<file path="config.mk">
export PLATFORM = sky130hd
export DESIGN_NAME = cfg_type1_fwd
export DESIGN_NICKNAME = d
export VERILOG_FILES = /design/src/rtl/cfgfwd_pkg.sv /design/src/rtl/cfgfwd_decode.sv /design/src/rtl/cfgfwd_xlate.sv /design/src/rtl/cfgfwd_dly.sv /design/src/rtl/cfg_type1_fwd.sv
export SDC_FILE = /design/constraint.sdc
export NUM_CORES = 1
export LEC_CHECK = 0
export BUFFER_PORTS_ARGS = -buffer_cell sky130_fd_sc_hd__buf_4
export CAP_MARGIN = 20
export CORE_AREA = 2 2 135 137
export DETAILED_ROUTE_END_ITERATION = 10
export DIE_AREA = 0 0 137 139
export SLEW_MARGIN = 20
export SYNTH_ARGS = -nofsm -noshare
export SYNTH_HDL_FRONTEND = slang
export SYNTH_SLANG_ARGS = --single-unit
</file>
<file path="constraint.sdc">
create_clock -name clk -period 2.1 [get_ports clk]
set_input_delay 0.21 -clock clk [delete_from_list [all_inputs] [get_ports clk]]
set_output_delay 0.21 -clock clk [all_outputs]
set_load 0.01 [all_outputs]
</file>
<file path="src/rtl/cfgfwd_pkg.sv">
package cfgfwd_pkg;

  localparam logic [3:0] CMD_CFG_RD  = 4'hA;
  localparam logic [3:0] CMD_CFG_WR  = 4'hB;
  localparam logic [3:0] CMD_SPECIAL = 4'h1;

  localparam int DEV_W     = 5;
  localparam int FNREG_W   = 9;
  localparam int BUS_W     = 8;
  localparam int SEL_LINES = 16;
  localparam int SEL_LSB   = 16;

  localparam logic [DEV_W-1:0] DEV_SPECIAL = 5'h1F;

  typedef enum logic [1:0] {
    ST_IDLE = 2'd0,
    ST_SEC  = 2'd1,
    ST_DONE = 2'd2
  } dly_state_e;

endpackage

</file>
<file path="src/rtl/cfgfwd_decode.sv">
module cfgfwd_decode
  import cfgfwd_pkg::*;
(
  input  logic             req,
  input  logic [1:0]       addr_lsb,
  input  logic [BUS_W-1:0] bus_fld,
  input  logic [BUS_W-1:0] sec_bus,
  input  logic [3:0]       cmd,
  output logic             claim
);

  logic is_cfg;
  logic is_type1;
  logic bus_hit;

  always_comb begin
    is_cfg   = (cmd == CMD_CFG_RD) || (cmd == CMD_CFG_WR);
    is_type1 = (addr_lsb == 2'b01);
    bus_hit  = (bus_fld == sec_bus);
    claim    = req && is_cfg && is_type1 && bus_hit;
  end

endmodule

</file>
<file path="src/rtl/cfgfwd_xlate.sv">
module cfgfwd_xlate
  import cfgfwd_pkg::*;
#(
  parameter int NUM_IDSEL = 16,
  parameter int ADDR_W    = 32
) (
  input  logic [DEV_W-1:0]   dev,
  input  logic [FNREG_W-1:0] fnreg,
  input  logic [3:0]         cmd,
  output logic [ADDR_W-1:0]  x_addr,
  output logic [3:0]         x_cmd,
  output logic               x_no_idsel
);

  localparam int GAP_W = ADDR_W - SEL_LINES - FNREG_W - 2;

  logic [SEL_LINES-1:0] idsel;
  logic                 special;

  for (genvar g = 0; g < SEL_LINES; g++) begin : g_sel
    if (g < NUM_IDSEL) begin : g_on
      assign idsel[g] = (dev == DEV_W'(g)) && !special;
    end else begin : g_off
      assign idsel[g] = 1'b0;
    end
  end

  always_comb begin
    special    = (cmd == CMD_CFG_WR) && (dev == DEV_SPECIAL) &&
                 (fnreg[5:0] == 6'd0);
    x_cmd      = special ? CMD_SPECIAL : cmd;
    x_no_idsel = (idsel == '0) && !special;
    x_addr     = {idsel, {GAP_W{1'b0}}, fnreg, 2'b00};
  end

endmodule

</file>
<file path="src/rtl/cfgfwd_dly.sv">
module cfgfwd_dly
  import cfgfwd_pkg::*;
#(
  parameter int ADDR_W = 32,
  parameter int DATA_W = 32
) (
  input  logic              clk,
  input  logic              rst_n,
  input  logic              claim,
  input  logic [ADDR_W-1:0] p_addr,
  input  logic [3:0]        p_cmd,
  input  logic [DATA_W-1:0] p_wdata,
  input  logic [ADDR_W-1:0] x_addr,
  input  logic [3:0]        x_cmd,
  input  logic              x_no_idsel,
  input  logic              s_ack,
  input  logic [DATA_W-1:0] s_rdata,
  input  logic              s_mabort,
  output logic              p_rsp_vld,
  output logic              p_rsp_retry,
  output logic              p_rsp_abort,
  output logic [DATA_W-1:0] p_rsp_rdata,
  output logic              s_req,
  output logic [ADDR_W-1:0] s_addr,
  output logic [3:0]        s_cmd,
  output logic [DATA_W-1:0] s_wdata
);

  dly_state_e        state, state_n;

  logic [ADDR_W-1:0] lat_addr;
  logic [3:0]        lat_cmd;
  logic [DATA_W-1:0] lat_wdata;
  logic              lat_no_idsel;
  logic [ADDR_W-1:0] sec_addr;
  logic [3:0]        sec_cmd;
  logic [DATA_W-1:0] cpl_data;
  logic              cpl_abort;

  logic              lat_en;
  logic              cpl_en;
  logic              same;
  logic [DATA_W-1:0] cpl_data_n;
  logic              cpl_abort_n;
  logic              rsp_vld_n;
  logic              rsp_retry_n;
  logic              rsp_abort_n;
  logic [DATA_W-1:0] rsp_rdata_n;

  always_comb begin
    same = (p_addr == lat_addr) && (p_cmd == lat_cmd) &&
           ((p_cmd == CMD_CFG_RD) || (p_wdata == lat_wdata));
    cpl_abort_n = lat_no_idsel || s_mabort;
    if (lat_cmd == CMD_CFG_RD) begin
      cpl_data_n = cpl_abort_n ? {DATA_W{1'b1}} : s_rdata;
    end else begin
      cpl_data_n = '0;
    end

    state_n     = state;
    lat_en      = 1'b0;
    cpl_en      = 1'b0;
    rsp_vld_n   = claim;
    rsp_retry_n = 1'b0;
    rsp_abort_n = 1'b0;
    rsp_rdata_n = '0;

    case (state)
      ST_IDLE: begin
        if (claim) begin
          lat_en      = 1'b1;
          rsp_retry_n = 1'b1;
          state_n     = ST_SEC;
        end
      end
      ST_SEC: begin
        if (claim) begin
          rsp_retry_n = 1'b1;
        end
        if (s_ack) begin
          cpl_en  = 1'b1;
          state_n = ST_DONE;
        end
      end
      ST_DONE: begin
        if (claim) begin
          if (same) begin
            rsp_abort_n = cpl_abort;
            rsp_rdata_n = cpl_data;
            state_n     = ST_IDLE;
          end else begin
            rsp_retry_n = 1'b1;
          end
        end
      end
      default: state_n = ST_IDLE;
    endcase
  end

  always_ff @(posedge clk or negedge rst_n) begin
    if (!rst_n) begin
      state <= ST_IDLE;
    end else begin
      state <= state_n;
    end
  end

  always_ff @(posedge clk or negedge rst_n) begin
    if (!rst_n) begin
      lat_addr     <= '0;
      lat_cmd      <= '0;
      lat_wdata    <= '0;
      lat_no_idsel <= 1'b0;
      sec_addr     <= '0;
      sec_cmd      <= '0;
    end else if (lat_en) begin
      lat_addr     <= p_addr;
      lat_cmd      <= p_cmd;
      lat_wdata    <= p_wdata;
      lat_no_idsel <= x_no_idsel;
      sec_addr     <= x_addr;
      sec_cmd      <= x_cmd;
    end
  end

  always_ff @(posedge clk or negedge rst_n) begin
    if (!rst_n) begin
      cpl_data  <= '0;
      cpl_abort <= 1'b0;
    end else if (cpl_en) begin
      cpl_data  <= cpl_data_n;
      cpl_abort <= cpl_abort_n;
    end
  end

  always_ff @(posedge clk or negedge rst_n) begin
    if (!rst_n) begin
      p_rsp_vld   <= 1'b0;
      p_rsp_retry <= 1'b0;
      p_rsp_abort <= 1'b0;
      p_rsp_rdata <= '0;
    end else begin
      p_rsp_vld   <= rsp_vld_n;
      p_rsp_retry <= rsp_retry_n;
      p_rsp_abort <= rsp_abort_n;
      p_rsp_rdata <= rsp_rdata_n;
    end
  end

  always_comb begin
    s_req   = (state == ST_SEC);
    s_addr  = sec_addr;
    s_cmd   = sec_cmd;
    s_wdata = lat_wdata;
  end

  AST_SREQ_HOLD: assert property (@(posedge clk) disable iff (!rst_n)
    s_req && !s_ack |=> s_req && $stable(s_addr) && $stable(s_cmd) && $stable(s_wdata));

  AST_ONE_XFER: assert property (@(posedge clk) disable iff (!rst_n)
    s_req && s_ack |=> !s_req);

  AST_BUSY_RETRY: assert property (@(posedge clk) disable iff (!rst_n)
    claim && (state == ST_SEC) |=> p_rsp_vld && p_rsp_retry);

  AST_NO_CLAIM_QUIET: assert property (@(posedge clk) disable iff (!rst_n)
    !claim |=> !p_rsp_vld);

  AST_HELD_ADDR: assert property (@(posedge clk) disable iff (!rst_n)
    claim && (state != ST_IDLE) |=> $stable(s_addr) && $stable(s_cmd));

  AST_IDSEL_ONEHOT: assert property (@(posedge clk) disable iff (!rst_n)
    s_req |-> $onehot0(s_addr[ADDR_W-1:SEL_LSB]));

  AST_ABORT_ONES: assert property (@(posedge clk) disable iff (!rst_n)
    p_rsp_vld && !p_rsp_retry && p_rsp_abort && (lat_cmd == CMD_CFG_RD)
      |-> (p_rsp_rdata == {DATA_W{1'b1}}));

endmodule

</file>
<file path="src/rtl/cfg_type1_fwd.sv">
module cfg_type1_fwd
  import cfgfwd_pkg::*;
#(
  parameter int ADDR_W    = 32,
  parameter int DATA_W    = 32,
  parameter int NUM_IDSEL = 16
) (
  input  logic              clk,
  input  logic              rst_n,
  input  logic [7:0]        sec_bus,
  input  logic              p_req,
  input  logic [ADDR_W-1:0] p_addr,
  input  logic [3:0]        p_cmd,
  input  logic [DATA_W-1:0] p_wdata,
  output logic              p_rsp_vld,
  output logic              p_rsp_retry,
  output logic              p_rsp_abort,
  output logic [DATA_W-1:0] p_rsp_rdata,
  output logic              s_req,
  output logic [ADDR_W-1:0] s_addr,
  output logic [3:0]        s_cmd,
  output logic [DATA_W-1:0] s_wdata,
  input  logic              s_ack,
  input  logic [DATA_W-1:0] s_rdata,
  input  logic              s_mabort
);

  localparam int DEV_LSB = 11;
  localparam int BUS_LSB = 16;

  logic              claim;
  logic [ADDR_W-1:0] x_addr;
  logic [3:0]        x_cmd;
  logic              x_no_idsel;

  cfgfwd_decode u_decode (
    .req      (p_req),
    .addr_lsb (p_addr[1:0]),
    .bus_fld  (p_addr[BUS_LSB +: BUS_W]),
    .sec_bus  (sec_bus),
    .cmd      (p_cmd),
    .claim    (claim)
  );

  cfgfwd_xlate #(
    .NUM_IDSEL (NUM_IDSEL),
    .ADDR_W    (ADDR_W)
  ) u_xlate (
    .dev        (p_addr[DEV_LSB +: DEV_W]),
    .fnreg      (p_addr[2 +: FNREG_W]),
    .cmd        (p_cmd),
    .x_addr     (x_addr),
    .x_cmd      (x_cmd),
    .x_no_idsel (x_no_idsel)
  );

  cfgfwd_dly #(
    .ADDR_W (ADDR_W),
    .DATA_W (DATA_W)
  ) u_dly (
    .clk         (clk),
    .rst_n       (rst_n),
    .claim       (claim),
    .p_addr      (p_addr),
    .p_cmd       (p_cmd),
    .p_wdata     (p_wdata),
    .x_addr      (x_addr),
    .x_cmd       (x_cmd),
    .x_no_idsel  (x_no_idsel),
    .s_ack       (s_ack),
    .s_rdata     (s_rdata),
    .s_mabort    (s_mabort),
    .p_rsp_vld   (p_rsp_vld),
    .p_rsp_retry (p_rsp_retry),
    .p_rsp_abort (p_rsp_abort),
    .p_rsp_rdata (p_rsp_rdata),
    .s_req       (s_req),
    .s_addr      (s_addr),
    .s_cmd       (s_cmd),
    .s_wdata     (s_wdata)
  );

  AST_SREQ_AFTER_CLAIM: assert property (@(posedge clk) disable iff (!rst_n)
    claim && !s_req && !p_rsp_vld |=> s_req || p_rsp_vld);

endmodule

</file>
* Yosys cells after proc, flatten, opt, wreduce, memory -nomap -nowiden
Cells that the tools add are included.
Operators by class: muxes and demuxes 21, multiply operators 0, reductions and logical operators 34, $lt $le $gt $ge 0, add/subtract/negate cells 0, equality and inequality tests 30, bitwise gates (word level) 0, div/mod/pow operators 0, shifts and indexed selects 0
Operator list (count):
- $mux 32 | 5
- $eq 32x32->1 | 2
- $eq 5x4->1 const B | 8
- $logic_and 1x1->1 | 24
- $eq 5x3->1 const B | 4
- $logic_not 16->1 | 1
- $eq 4x4->1 const B | 3
- $eq 5x2->1 const B | 2
- $mux 1 | 9
- $eq 8x8->1 | 1
- $mux 2 | 4
- $ne 2x1->1 const B | 4
- $logic_not 6->1 | 1
- $pmux 2 s3 | 1
- $eq 5x1->1 const B | 1
- $eq 5x5->1 const B | 1
- $logic_not 5->1 | 1
- $eq 2x1->1 const B | 2
- $eq 4x4->1 | 1
- $mux 4 | 1
- $reduce_and 4->1 | 1
- $logic_or 1x1->1 | 3
- $eq 2x2->1 const B | 1
- $logic_not 2->1 | 1
- 3 further kinds | 3
Storage, ports and cells: bits in latches 0, bits in writable memories 0, flip-flop bits (word level) 168, logic and storage cells 98, memories kept 0, ROM bits 0, input port bits 113

* Depth between registers and ports, before layout
depth in word-level cells 7, depth in mapped cells 9

* Modules after synthesis
A second synthesis with hierarchy kept.
Unflattened totals: cells, all modules 606, area total of the unflattened synthesis 7611.0 µm²
By module, submodules not included:
- cfgfwd_dly | times used 1, area an instance 7151.9 µm², cells an instance 541
- cfgfwd_xlate | times used 1, area an instance 349.1 µm², cells an instance 52
- cfgfwd_decode | times used 1, area an instance 110.1 µm², cells an instance 13

* Worst setup path after synthesis
OpenSTA, ideal clock, no wires.
kind input to register, start point input port sec_bus[6], end point register u_dly.sec_addr[25], in the netlist u_dly.s_addr[25], buffers on the path 2, arrival 1.868 ns, data required time 2.035 ns, stages on the path 8, path slack 0.167 ns, path through xor2_1 nor4_2 nand4_1 or3_1 buf_2 buf_6 or3_1 nand2_1
Between the ends: cells in the longest elaborated chain, start to end 4
Ends and longest elaborated chain:
- start: declaration | line cfg_type1_fwd.sv:10 | input logic [7:0] sec_bus,
- $eq 8x8->1 | line cfgfwd_decode.sv:19 | bus_hit = (bus_fld == sec_bus);
- $logic_and 1x1->1 | line cfgfwd_decode.sv:20 | claim = req && is_cfg && is_type1 && bus_hit;
- $mux 1 | line cfgfwd_dly.sv:70 | if (claim) begin
- $mux 1 | line cfgfwd_dly.sv:68 | case (state)
- end signal: assignment | line cfgfwd_dly.sv:121 | sec_addr <= x_addr;
- end: declaration | line cfgfwd_dly.sv:35 | logic [ADDR_W-1:0] sec_addr;
Every way passes these cells. A chain may end at the register's enable or synchronous reset.

* Final worst setup path
start point register u_dly.lat_addr[15], end point register u_dly.p_rsp_rdata[21]
Between the ends: cells in the longest elaborated chain, start to end 6
Ends and longest elaborated chain:
- start: declaration | line cfgfwd_dly.sv:31 | logic [ADDR_W-1:0] lat_addr;
- start signal: assignment | line cfgfwd_dly.sv:117 | lat_addr <= p_addr;
- $eq 32x32->1 | line cfgfwd_dly.sv:51 | same = (p_addr == lat_addr) && (p_cmd == lat_cmd) &&
- $logic_and 1x1->1 (2 in series) | line cfgfwd_dly.sv:51
- $mux 32 | line cfgfwd_dly.sv:87 | if (same) begin
- $mux 32 | line cfgfwd_dly.sv:86 | if (claim) begin
- $mux 32 | line cfgfwd_dly.sv:68
- via u_dly.rsp_rdata_n[21] | line cfgfwd_dly.sv:48 | logic [DATA_W-1:0] rsp_rdata_n;
- end signal: assignment | line cfgfwd_dly.sv:146 | p_rsp_rdata <= rsp_rdata_n;
- end: declaration | line cfgfwd_dly.sv:22 | output logic [DATA_W-1:0] p_rsp_rdata,
The timed path passes the listed nets, and every way through them passes these cells.

==> flow_metrics.tcl <==
set metrics [dict create \
    post-route-period-util_pct 104 \
    comb_power_share_pct 6.7 \
    preCtsSetupSlack_ns -0.222 \
    critPathKind "flip-flop to flip-flop" \
    met3WireLength_mm 1.02 \
    rows 49 \
    final_cell_mix "239 x buf_4, 159 x dfrtp_1, 70 x nand2_1, 64 x mux2_2, 58 x xnor2_1" \
    drc_errors 0 \
    switchingPower_mw 1.63 \
    period_minus_slack_ns 2.18 \
    worstPathRequired_ns 2.46 \
    met2_length_mm 8.66 \
    drt-pass1-iter-count 4 \
    skew_ns 0.00962 \
    ir_worst_vdd_mv 0.575 \
    synth_area_um2 6910 \
    ant_nets 0 \
    core_um2 17700 \
    io_buffers 209 \
    grt_overflow 0 \
    wl_per_cell_um 16.1 \
    setup_slack_ns -0.0807 \
    register_area_um2 3980 \
    dpl.cell_count 1022 \
    arrival_ns 2.54 \
    worstMarginPinSlew_ns 0.661 \
    power_frac_seq_pct 46.4 \
    clk_latency_ns 0.42 \
    fmax_mhz 459 \
    cts_tree "done" \
    grt_pass1_wl_mm 27.4 \
    die_h_um 139 \
    nFillCells 1577 \
    violations "setup timing" \
    globalplace.congestion 0.793 \
    via_per_inst 4.79 \
    setup_viol 16 \
    avgSynthCellArea_um2 11.6 \
    hold_viol_final 0 \
    clkSinkCount 159 \
    hold_class "input port to flip-flop" \
    max_slew_margin_pct 55.9 \
    path_clk_slew_ns 0.07 \
    grt_pass1_vias 5408 \
    top_layer "met4" \
    synth.distinct_cells 33 \
    worstSetupEndpointType "flip-flop" \
    grt_max_degree 74 \
    clock_power_share_pct 46.9 \
    syn-instance-count 598 \
    yosysSeqAreaShare_pct 57.6 \
    dp_hpwl_mm 12.5 \
    die_x_um 137 \
    rsz0062_at_grt "yes" \
    grt_use_total_pct 18.6 \
    mostFrequentLayoutCell "buf_4" \
    cp-start-kind "flip-flop" \
    synth-seq-cells 159 \
    num_vias 5130 \
    drt_iter0_drc 212 \
    multi_input_area_um2 2830 \
    nets 942 \
    intPower_mw 4.99 \
    maxCapViolations 0 \
    synthTopCellsByArea "dfrtp_1 58%, mux2_2 10%, xnor2_1 7.7%, nand2_1 3.8%, and2_1 3.0%" \
    total_power_mw 6.62 \
    finalNonFillerCells 1071 \
    dieArea_um2 19000 \
    cts_max_level 4 \
    swShare_pct 24.6 \
    crit_path_max_fanout 5 \
    place_area_um2 8810 \
    powerDensity_nw_per_um2 681 \
    start_util_pct 39.1 \
    clock_path_buffers 2 \
    cts_buffers 17 \
    slew_violations 0 \
    antenna_found_initial 0 \
    fin_util_pct 55.0 \
    ioPinCount 217 \
    cts_root_buf "clkbuf_16" \
    outcome "complete, but fails checks" \
    area_growth_pct 40.5 \
    antenna_cells 0 \
    p_leak_nw 4.91 \
    yosysWarnings 0 \
    drive_above_1_share_pct 45.0 \
    yosysTopAreaCell "dfrtp_1" \
    synthDominantCellAreaShare_pct 57.6 \
    wl_met1_mm 7.35 \
    stdcell_area_um2 9710 \
    routed_wl_mm 17.2 \
]
-- flip-flops by register name (all words and copies together) (netlist names) --
register / cells
u_dly.cpl_data: 32
u_dly.lat_addr: 32
u_dly.p_rsp_rdata: 32
u_dly.s_wdata: 32
u_dly.s_addr: 16
u_dly.lat_cmd: 4
u_dly.s_cmd: 4
u_dly.state: 2
u_dly.cpl_abort: 1
u_dly.lat_no_idsel: 1
u_dly.p_rsp_abort: 1
u_dly.p_rsp_retry: 1
u_dly.p_rsp_vld: 1
-- synthesized netlist by cell type --
master / count
nand4_1: 17
or3b_2: 1
nor4_1: 6
and2_1: 33
buf_2: 8
nor2_1: 35
a21oi_1: 2
nor4b_1: 2
or2_2: 4
nand2_1: 70
nand3b_1: 2
nor3_1: 5
dfrtp_1: 159
xnor2_1: 61
nor4bb_1: 1
nand4b_1: 2
conb_1: 1
nand3_1: 2
buf_6: 1
xor2_1: 15
buf_4: 16
o21ai_0: 38
or3_1: 10
nor4_2: 2
o21bai_1: 1
o21a_1: 2
o21ai_1: 1
or4_1: 6
mux2_2: 64
nand2b_1: 4
inv_1: 2
nor2b_1: 4
clkbuf_1: 21
-- critical path: stages, from the launching register on --
cell and delay, ns:
dfrtp_1 0.41, xnor2_2 0.17, nand4_1 0.14, nor4_2 0.35, nand4_1 0.25, nor4_4 0.28
buf_4 0.17, buf_12 0.11, buf_12 0.11, and2_1 0.13
-- cells by family (layout without fill, tap and decap cells) --
| family | Yosys count | in the layout | share of synthesized area, % |
|---|---|---|---|
| flops | 159 | 159 | 57.6 |
| other cells | 1 | 7 | 0.0543 |
| xor+xnor | 76 | 76 | 9.63 |
| mux | 64 | 64 | 10.4 |
| compound gates | 44 | 44 | 3.30 |
| buf+inv | 48 | 286 | 3.73 |
| simple gates | 206 | 206 | 15.3 |
-- stage by stage --
step / hold slack, ns / TNS, ns
final: 0.0328 / -0.654
after global placement: 0.149 / -4.95
after floorplan: -0.0856 / 0
after CTS: 0.0184 / -3.59
after global routing: 0.0102 / -4.63
after detailed placement: 0.152 / -7.09
-- what timing repair did --
item | CTS | global route
setup buffers | 13 | 2
endpoints found under the setup margin | 33 | 33
hold buffers | 2 | 0
gates resized for setup | 18 | 15
hold endpoints to repair | 39 | 0
pin swaps | 25 | 16
gates cloned | 4 | 0
-- per-layer routing --
layer | global-route usage, % | vias up
met1 | 23.8 | 2521
li1 | - | 2436
met3 | 4.97 | 20
met5 | 0 | -
met4 | 5.59 | 0
met2 | 30.8 | 153
-- final timing paths --
path,startpoint,to,slack [ns],depth (start not counted)
setup / recovery,u_dly.lat_addr[15]$_DFFE_PN0P_,u_dly.p_rsp_rdata[21]$_DFF_PN0_,-0.08,9
hold / removal,p_addr[8],u_dly.lat_addr[8]$_DFFE_PN0P_,0.03,2
setup reg to reg,u_dly.lat_addr[15]$_DFFE_PN0P_,u_dly.p_rsp_rdata[21]$_DFF_PN0_,-0.08,9
hold reg to reg,u_dly.cpl_data[2]$_DFFE_PN0P_,u_dly.cpl_data[2]$_DFFE_PN0P_,0.47,2
max in group asynchronous,rst_n,u_dly.s_wdata[28]$_DFFE_PN0P_,1.11,3
min in group asynchronous,rst_n,u_dly.lat_addr[27]$_DFFE_PN0P_,0.26,2
-- power by group through the flow --
stage | Clock, mW | Sequential [mW] | Combinational, mW
5_1_grt | 3.33 | 3.07 | 0.492
6_report | 3.11 | 3.07 | 0.443
2_1_floorplan | 0 | 3.13 | 0.140
3_3_place_gp | 0 | 3.13 | 0.432
3_5_place_dp | 0 | 3.13 | 0.441
4_1_cts | 3.17 | 3.07 | 0.451
-- area by class of cell --
type	count	share of cell area [%]
Inverter	2	0.0773
Clock inverter	15	1.78
Tap cell	229	2.95
Multi-Input combinational cell	397	29.1
Timing Repair Buffer	252	20.8
Clock buffer	17	4.38
Sequential cell	159	41.0
No activity file was read; power rests on OpenSTA's default activity.
